--- src/rtl/irq_trk_pkg.sv ---
package irq_trk_pkg;
  typedef enum logic [1:0] {
    KIND_EDGE  = 2'd0,
    KIND_LEVEL = 2'd1,
    KIND_MSG   = 2'd2
  } line_kind_e;

  typedef struct packed {
    logic ack;
    logic deact;
    logic set_act;
  } line_cmd_t;
endpackage

--- src/rtl/irq_trk_line.sv ---
module irq_trk_line
  import irq_trk_pkg::*;
(
  input  logic       clk,
  input  logic       rst_n,
  input  line_kind_e kind,
  input  logic       irq,
  input  line_cmd_t  cmd,
  output logic       pend,
  output logic       act
);
  logic prev_q, pend_q, act_q;
  logic pend_n, act_n;
  logic rise;

  assign rise = irq & ~prev_q;

  always_comb begin
    pend_n = pend_q;
    act_n  = act_q;
    unique case (kind)
      KIND_MSG: begin
        act_n  = 1'b0;
        pend_n = cmd.ack ? rise : (pend_q | rise);
      end
      KIND_LEVEL: begin
        if (cmd.ack) begin
          pend_n = 1'b0;
          act_n  = 1'b1;
        end else if (cmd.deact) begin
          pend_n = irq;
          act_n  = 1'b0;
        end else begin
          pend_n = act_q ? (pend_q & irq) : irq;
          act_n  = act_q | cmd.set_act;
        end
      end
      default: begin
        if (cmd.ack) begin
          pend_n = rise;
          act_n  = 1'b1;
        end else if (cmd.deact) begin
          pend_n = pend_q | rise;
          act_n  = 1'b0;
        end else begin
          pend_n = pend_q | rise;
          act_n  = act_q | cmd.set_act;
        end
      end
    endcase
  end

  always_ff @(posedge clk) begin
    if (!rst_n) begin
      prev_q <= 1'b0;
      pend_q <= 1'b0;
      act_q  <= 1'b0;
    end else begin
      prev_q <= irq;
      pend_q <= pend_n;
      act_q  <= act_n;
    end
  end

  assign pend = pend_q;
  assign act  = act_q;
endmodule

--- src/rtl/irq_trk_pick.sv ---
module irq_trk_pick #(
  parameter int N   = 8,
  localparam int IDW = $clog2(N)
) (
  input  logic [N-1:0]   cand,
  output logic [IDW-1:0] id,
  output logic           any
);
  always_comb begin
    id  = '0;
    any = 1'b0;
    for (int i = N - 1; i >= 0; i--) begin
      if (cand[i]) begin
        id  = IDW'(i);
        any = 1'b1;
      end
    end
  end
endmodule

--- src/rtl/irq_trk_deact.sv ---
module irq_trk_deact #(
  parameter int N   = 8,
  localparam int IDW = $clog2(N)
) (
  input  logic           deact_req,
  input  logic [IDW-1:0] deact_id,
  input  logic           eoi,
  input  logic [IDW-1:0] eoi_id,
  input  logic           split_mode,
  input  logic           lr_valid,
  input  logic [IDW-1:0] lr_id,
  output logic           lr_ready,
  output logic [N-1:0]   deact_mask
);
  logic eoi_deact;
  logic lr_take;

  assign eoi_deact = eoi & ~split_mode;
  assign lr_ready  = ~(deact_req | eoi_deact);
  assign lr_take   = lr_valid & lr_ready;

  for (genvar g = 0; g < N; g++) begin : g_dec
    assign deact_mask[g] = (deact_req & (deact_id == IDW'(g)))
                         | (eoi_deact & (eoi_id == IDW'(g)))
                         | (lr_take & (lr_id == IDW'(g)));
  end
endmodule

--- src/rtl/irq_state_tracker.sv ---
module irq_state_tracker
  import irq_trk_pkg::*;
#(
  parameter int N   = 8,
  localparam int IDW = $clog2(N)
) (
  input  logic           clk,
  input  logic           rst_n,
  input  logic [N-1:0]   irq_in,
  input  logic [N-1:0]   line_en,
  input  logic [N-1:0]   cfg_level,
  input  logic [N-1:0]   cfg_msg,
  input  logic           split_mode,
  input  logic           ack_req,
  output logic [IDW-1:0] ack_id,
  output logic           ack_none,
  input  logic           eoi,
  input  logic [IDW-1:0] eoi_id,
  input  logic           deact_req,
  input  logic [IDW-1:0] deact_id,
  input  logic           set_act_req,
  input  logic [IDW-1:0] set_act_id,
  input  logic           lr_valid,
  output logic           lr_ready,
  input  logic [IDW-1:0] lr_id,
  output logic           cpu_irq,
  output logic           running,
  output logic [N-1:0]   pend_o,
  output logic [N-1:0]   act_o
);
  logic [N-1:0]   cand;
  logic [N-1:0]   deact_mask;
  logic [IDW-1:0] pick_id;
  logic           pick_any;
  logic           ack_hit;
  logic           run_q;

  assign cand = line_en & pend_o & ~act_o;

  irq_trk_pick #(.N(N)) u_pick (
    .cand (cand),
    .id   (pick_id),
    .any  (pick_any)
  );

  irq_trk_deact #(.N(N)) u_deact (
    .deact_req  (deact_req),
    .deact_id   (deact_id),
    .eoi        (eoi),
    .eoi_id     (eoi_id),
    .split_mode (split_mode),
    .lr_valid   (lr_valid),
    .lr_id      (lr_id),
    .lr_ready   (lr_ready),
    .deact_mask (deact_mask)
  );

  assign ack_hit = ack_req & pick_any & ~run_q;

  for (genvar g = 0; g < N; g++) begin : g_line
    line_kind_e kind;
    line_cmd_t  cmd;
    assign kind = cfg_msg[g] ? KIND_MSG : (cfg_level[g] ? KIND_LEVEL : KIND_EDGE);
    assign cmd.ack     = ack_hit & (pick_id == IDW'(g));
    assign cmd.deact   = deact_mask[g];
    assign cmd.set_act = set_act_req & (set_act_id == IDW'(g));

    irq_trk_line u_line (
      .clk   (clk),
      .rst_n (rst_n),
      .kind  (kind),
      .irq   (irq_in[g]),
      .cmd   (cmd),
      .pend  (pend_o[g]),
      .act   (act_o[g])
    );
  end

  always_ff @(posedge clk) begin
    if (!rst_n)       run_q <= 1'b0;
    else if (ack_hit) run_q <= 1'b1;
    else if (eoi)     run_q <= 1'b0;
  end

  assign running  = run_q;
  assign cpu_irq  = pick_any & ~run_q;
  assign ack_id   = pick_id;
  assign ack_none = ~pick_any | run_q;
endmodule

--- config.mk ---
export PLATFORM = sky130hd
export DESIGN_NAME = irq_state_tracker
export DESIGN_NICKNAME = d
export VERILOG_FILES = /design/src/rtl/irq_trk_pkg.sv /design/src/rtl/irq_trk_line.sv /design/src/rtl/irq_trk_pick.sv /design/src/rtl/irq_trk_deact.sv /design/src/rtl/irq_state_tracker.sv
export SDC_FILE = /design/constraint.sdc
export NUM_CORES = 1
export LEC_CHECK = 0
export ABC_AREA = 1
export CAP_MARGIN = 5
export CORE_MARGIN = 3
export CORE_UTILIZATION = 35
export CTS_CLUSTER_SIZE = 30
export DETAILED_ROUTE_END_ITERATION = 10
export DONT_BUFFER_PORTS = 1
export GPL_TIMING_DRIVEN = 0
export PLACE_DENSITY_LB_ADDON = 0.2
export SLEW_MARGIN = 20
export SYNTH_ARGS = -nofsm -noshare
export SYNTH_HDL_FRONTEND = slang
export SYNTH_SLANG_ARGS = --single-unit
--- constraint.sdc ---
create_clock -name clk -period 3.54 [get_ports clk]
set_input_delay 0.531 -clock clk [delete_from_list [all_inputs] [get_ports clk]]
set_output_delay 0.531 -clock clk [all_outputs]
set_load 0.02 [all_outputs]
==> metrics.csv <==
metric,value,unit
status,"finished, final reports clean",
global-route wire length before repair,8050,µm
"most common cell after layout, fill and taps aside",nand2_1,
Syn Area/Cell,6.16,µm²
Pleak,1.04,nW
fillcell total,580,
TritonCTS buffer count,3,
Setup Skew,0.00375,ns
antenna-violating nets left,0,
port buffer count,0,
placed cell count,379,
slew of the pin with the lowest slew margin,0.730,ns
Synth Cell Area,1900,µm²
CP cell instances,"nand2_1, nor2_2, nor2_1, nand3_1, inv_1, nor3_1",
Mapped Cells,309,
#FFs+latches synth,25,
post-CTS setup buffers,0,
GRT Overall Usage,0.163,
crit path time final,2.18,ns
post_cts resized,0,
Layout area overhead,6.97,%
PwrDens,342,nW/µm²
CP bufs+invs,1,
diode count,0,
Syn Nets,361,
Hold Path Class,in2reg,
CTS Buffer Depth,2,
clk sinks,25,
Die H,79.7,µm
root buf cell,clkbuf_8,
WP data required,3.01,ns
Crit Path Max Fanout,4,
maximum number of pins on one net before global-route repair,14,
initial drt markers,100,
Fin Setup TNS,0,ns
multi-input logic area,1040,µm²
placed instance area,1990,µm²
vias after detailed routing,1823,
most frequent cells in the layout,"82 x nand2_1, 51 x inv_1, 35 x nor2_1",
unrepaired setup endpoints after global routing,no,
register area share after synthesis,0.263,
Rows,26,
synth warn,0,
"top cells by area, synth","dfxtp_1 26%, nand2_1 16%, inv_1 10%",
# IOs,75,
die footprint,6360,µm²
vias in the first global route,1695,
Starting Density,0.368,
Slew headroom,0.510,
max cap viols,0,
Startpoint Class,register,
cell area after layout,2040,µm²
CTS tree,yes,
Worst-path clk slew,0.10,ns
peak supply drop,0.120,mV
DP HPWL,4290,µm
routed wire length,5140,µm
crit end category,output port,
CP max stage cell,nor3_1,
Netlist cell types,27,
GR Overflow Total,0,
DRC,0,
clock insertion delay at the later pin of the skew report,0.28,ns
Sequential cell area,500,µm²
Hold Buf Count CTS,0,
Initial DRT Pass Iterations,4,
final setup fails,0,
Core Area,5170,µm²
initial antenna violation count,0,
gpl congestion,0.864,
fin nets,366,
Routed wire per std cell,13.4,µm
post-synth top area share,0.263,
Vias/cell,4.76,
Slew Limit Fails,0,
"CP delay by family, top",simple AND/OR/NAND/NOR gates,
"non-filler cells, final",383,
top cell type by total area after synthesis,dfxtp_1,
share of layout cells above drive strength 1,0.163,
die width,79.7,µm
Final Hold Fails,0,
Peak Freq,0.458,GHz
Tcrit/Tclk final,0.617,
delay of the slowest cell on the worst path,0.56,ns
CTS HTree Levels,1,
WP data arrival,1.65,ns
kind of critical path,reg2out,
-- metal layers --
layer  track usage  vias up  part of all wire  routed length, µm
met5             0        -                 0                  0
met4        0.0473        0             0.017                 85
met3        0.0406        9             0.078                402
met2         0.263       53              0.45               2300
met1         0.215      793              0.46               2350
li1              -      968                 -                  -
-- synth_stat cells --
library cell and count:
a21oi_1 17, a22oi_1 6, a22oi_2 2, buf_4 16, clkbuf_1 1, clkbuf_8 1, clkinv_1 1, clkinv_4 1
dfxtp_1 25, inv_1 51, inv_2 6, nand2_1 82, nand2_2 3, nand2_4 3, nand3_1 16, nand3_2 7
nand3_4 1, nand4_1 13, nor2_1 35, nor2_2 3, nor3_1 3, nor3_4 1, o211ai_1 3, o21ai_0 6
o21ai_1 2, o21bai_2 1, or2_2 3
-- worst reg2reg max path, delay by kind of cell (launching register included) --
kind | cells | cell delay [ns]
simple gates | 7 | 0.78
flops | 1 | 0.35
buf+inv | 2 | 0.27
compound gates | 1 | 0.05
-- cells by family after synthesis --
group | share of synthesized area
simple gates | 0.425
flops | 0.263
buf+inv | 0.191
compound gates | 0.120
-- power by group --
group,leakage (nW),switching (mW),internal [mW]
clock,0.0228,0.101,0.0808
sequential,0.206,0.0158,0.298
combinational,0.815,0.135,0.0657
-- stage by stage --
stage          setup WS [ns]  total power, mW   util  hold WS [ns]
2_1_floorplan           1.69            0.488      -         0.465
3_3_place_gp            1.50            0.521  0.385         0.479
3_5_place_dp            1.50            0.523  0.385         0.479
4_1_cts                 1.32            0.700  0.394         0.344
5_1_grt                 1.24            0.733  0.394         0.341
6_report                1.36            0.697  0.394         0.345
-- sequential cells by signal, summed over array words and instances, names as in the netlist --
signal,cells
g_line.u_line.act,8
g_line.u_line.pend,8
g_line.u_line.prev_q,8
running,1
-- layout make-up --
| type | instances | area share |
|---|---|---|
| Inverter | 59 | 0.111 |
| Sequential cell | 25 | 0.246 |
| Clock buffer | 4 | 0.0221 |
| Tap cell | 70 | 0.0430 |
| Multi-Input combinational cell | 207 | 0.510 |
| Buffer | 18 | 0.0676 |
-- final timing paths --
path                                         startpoint                      end  slack [ns]  cells after the start
worst max-delay path              g_line[7].u_line.pend                ack_id[2]        1.36                      6
worst min-delay path                          irq_in[1]  g_line[1].u_line.prev_q        0.35                      2
worst max register to register    g_line[7].u_line.pend                  running        1.98                     10
worst min register to register  g_line[6].u_line.prev_q    g_line[6].u_line.pend        0.49                      3
No activity file was read; power rests on OpenSTA's default activity.
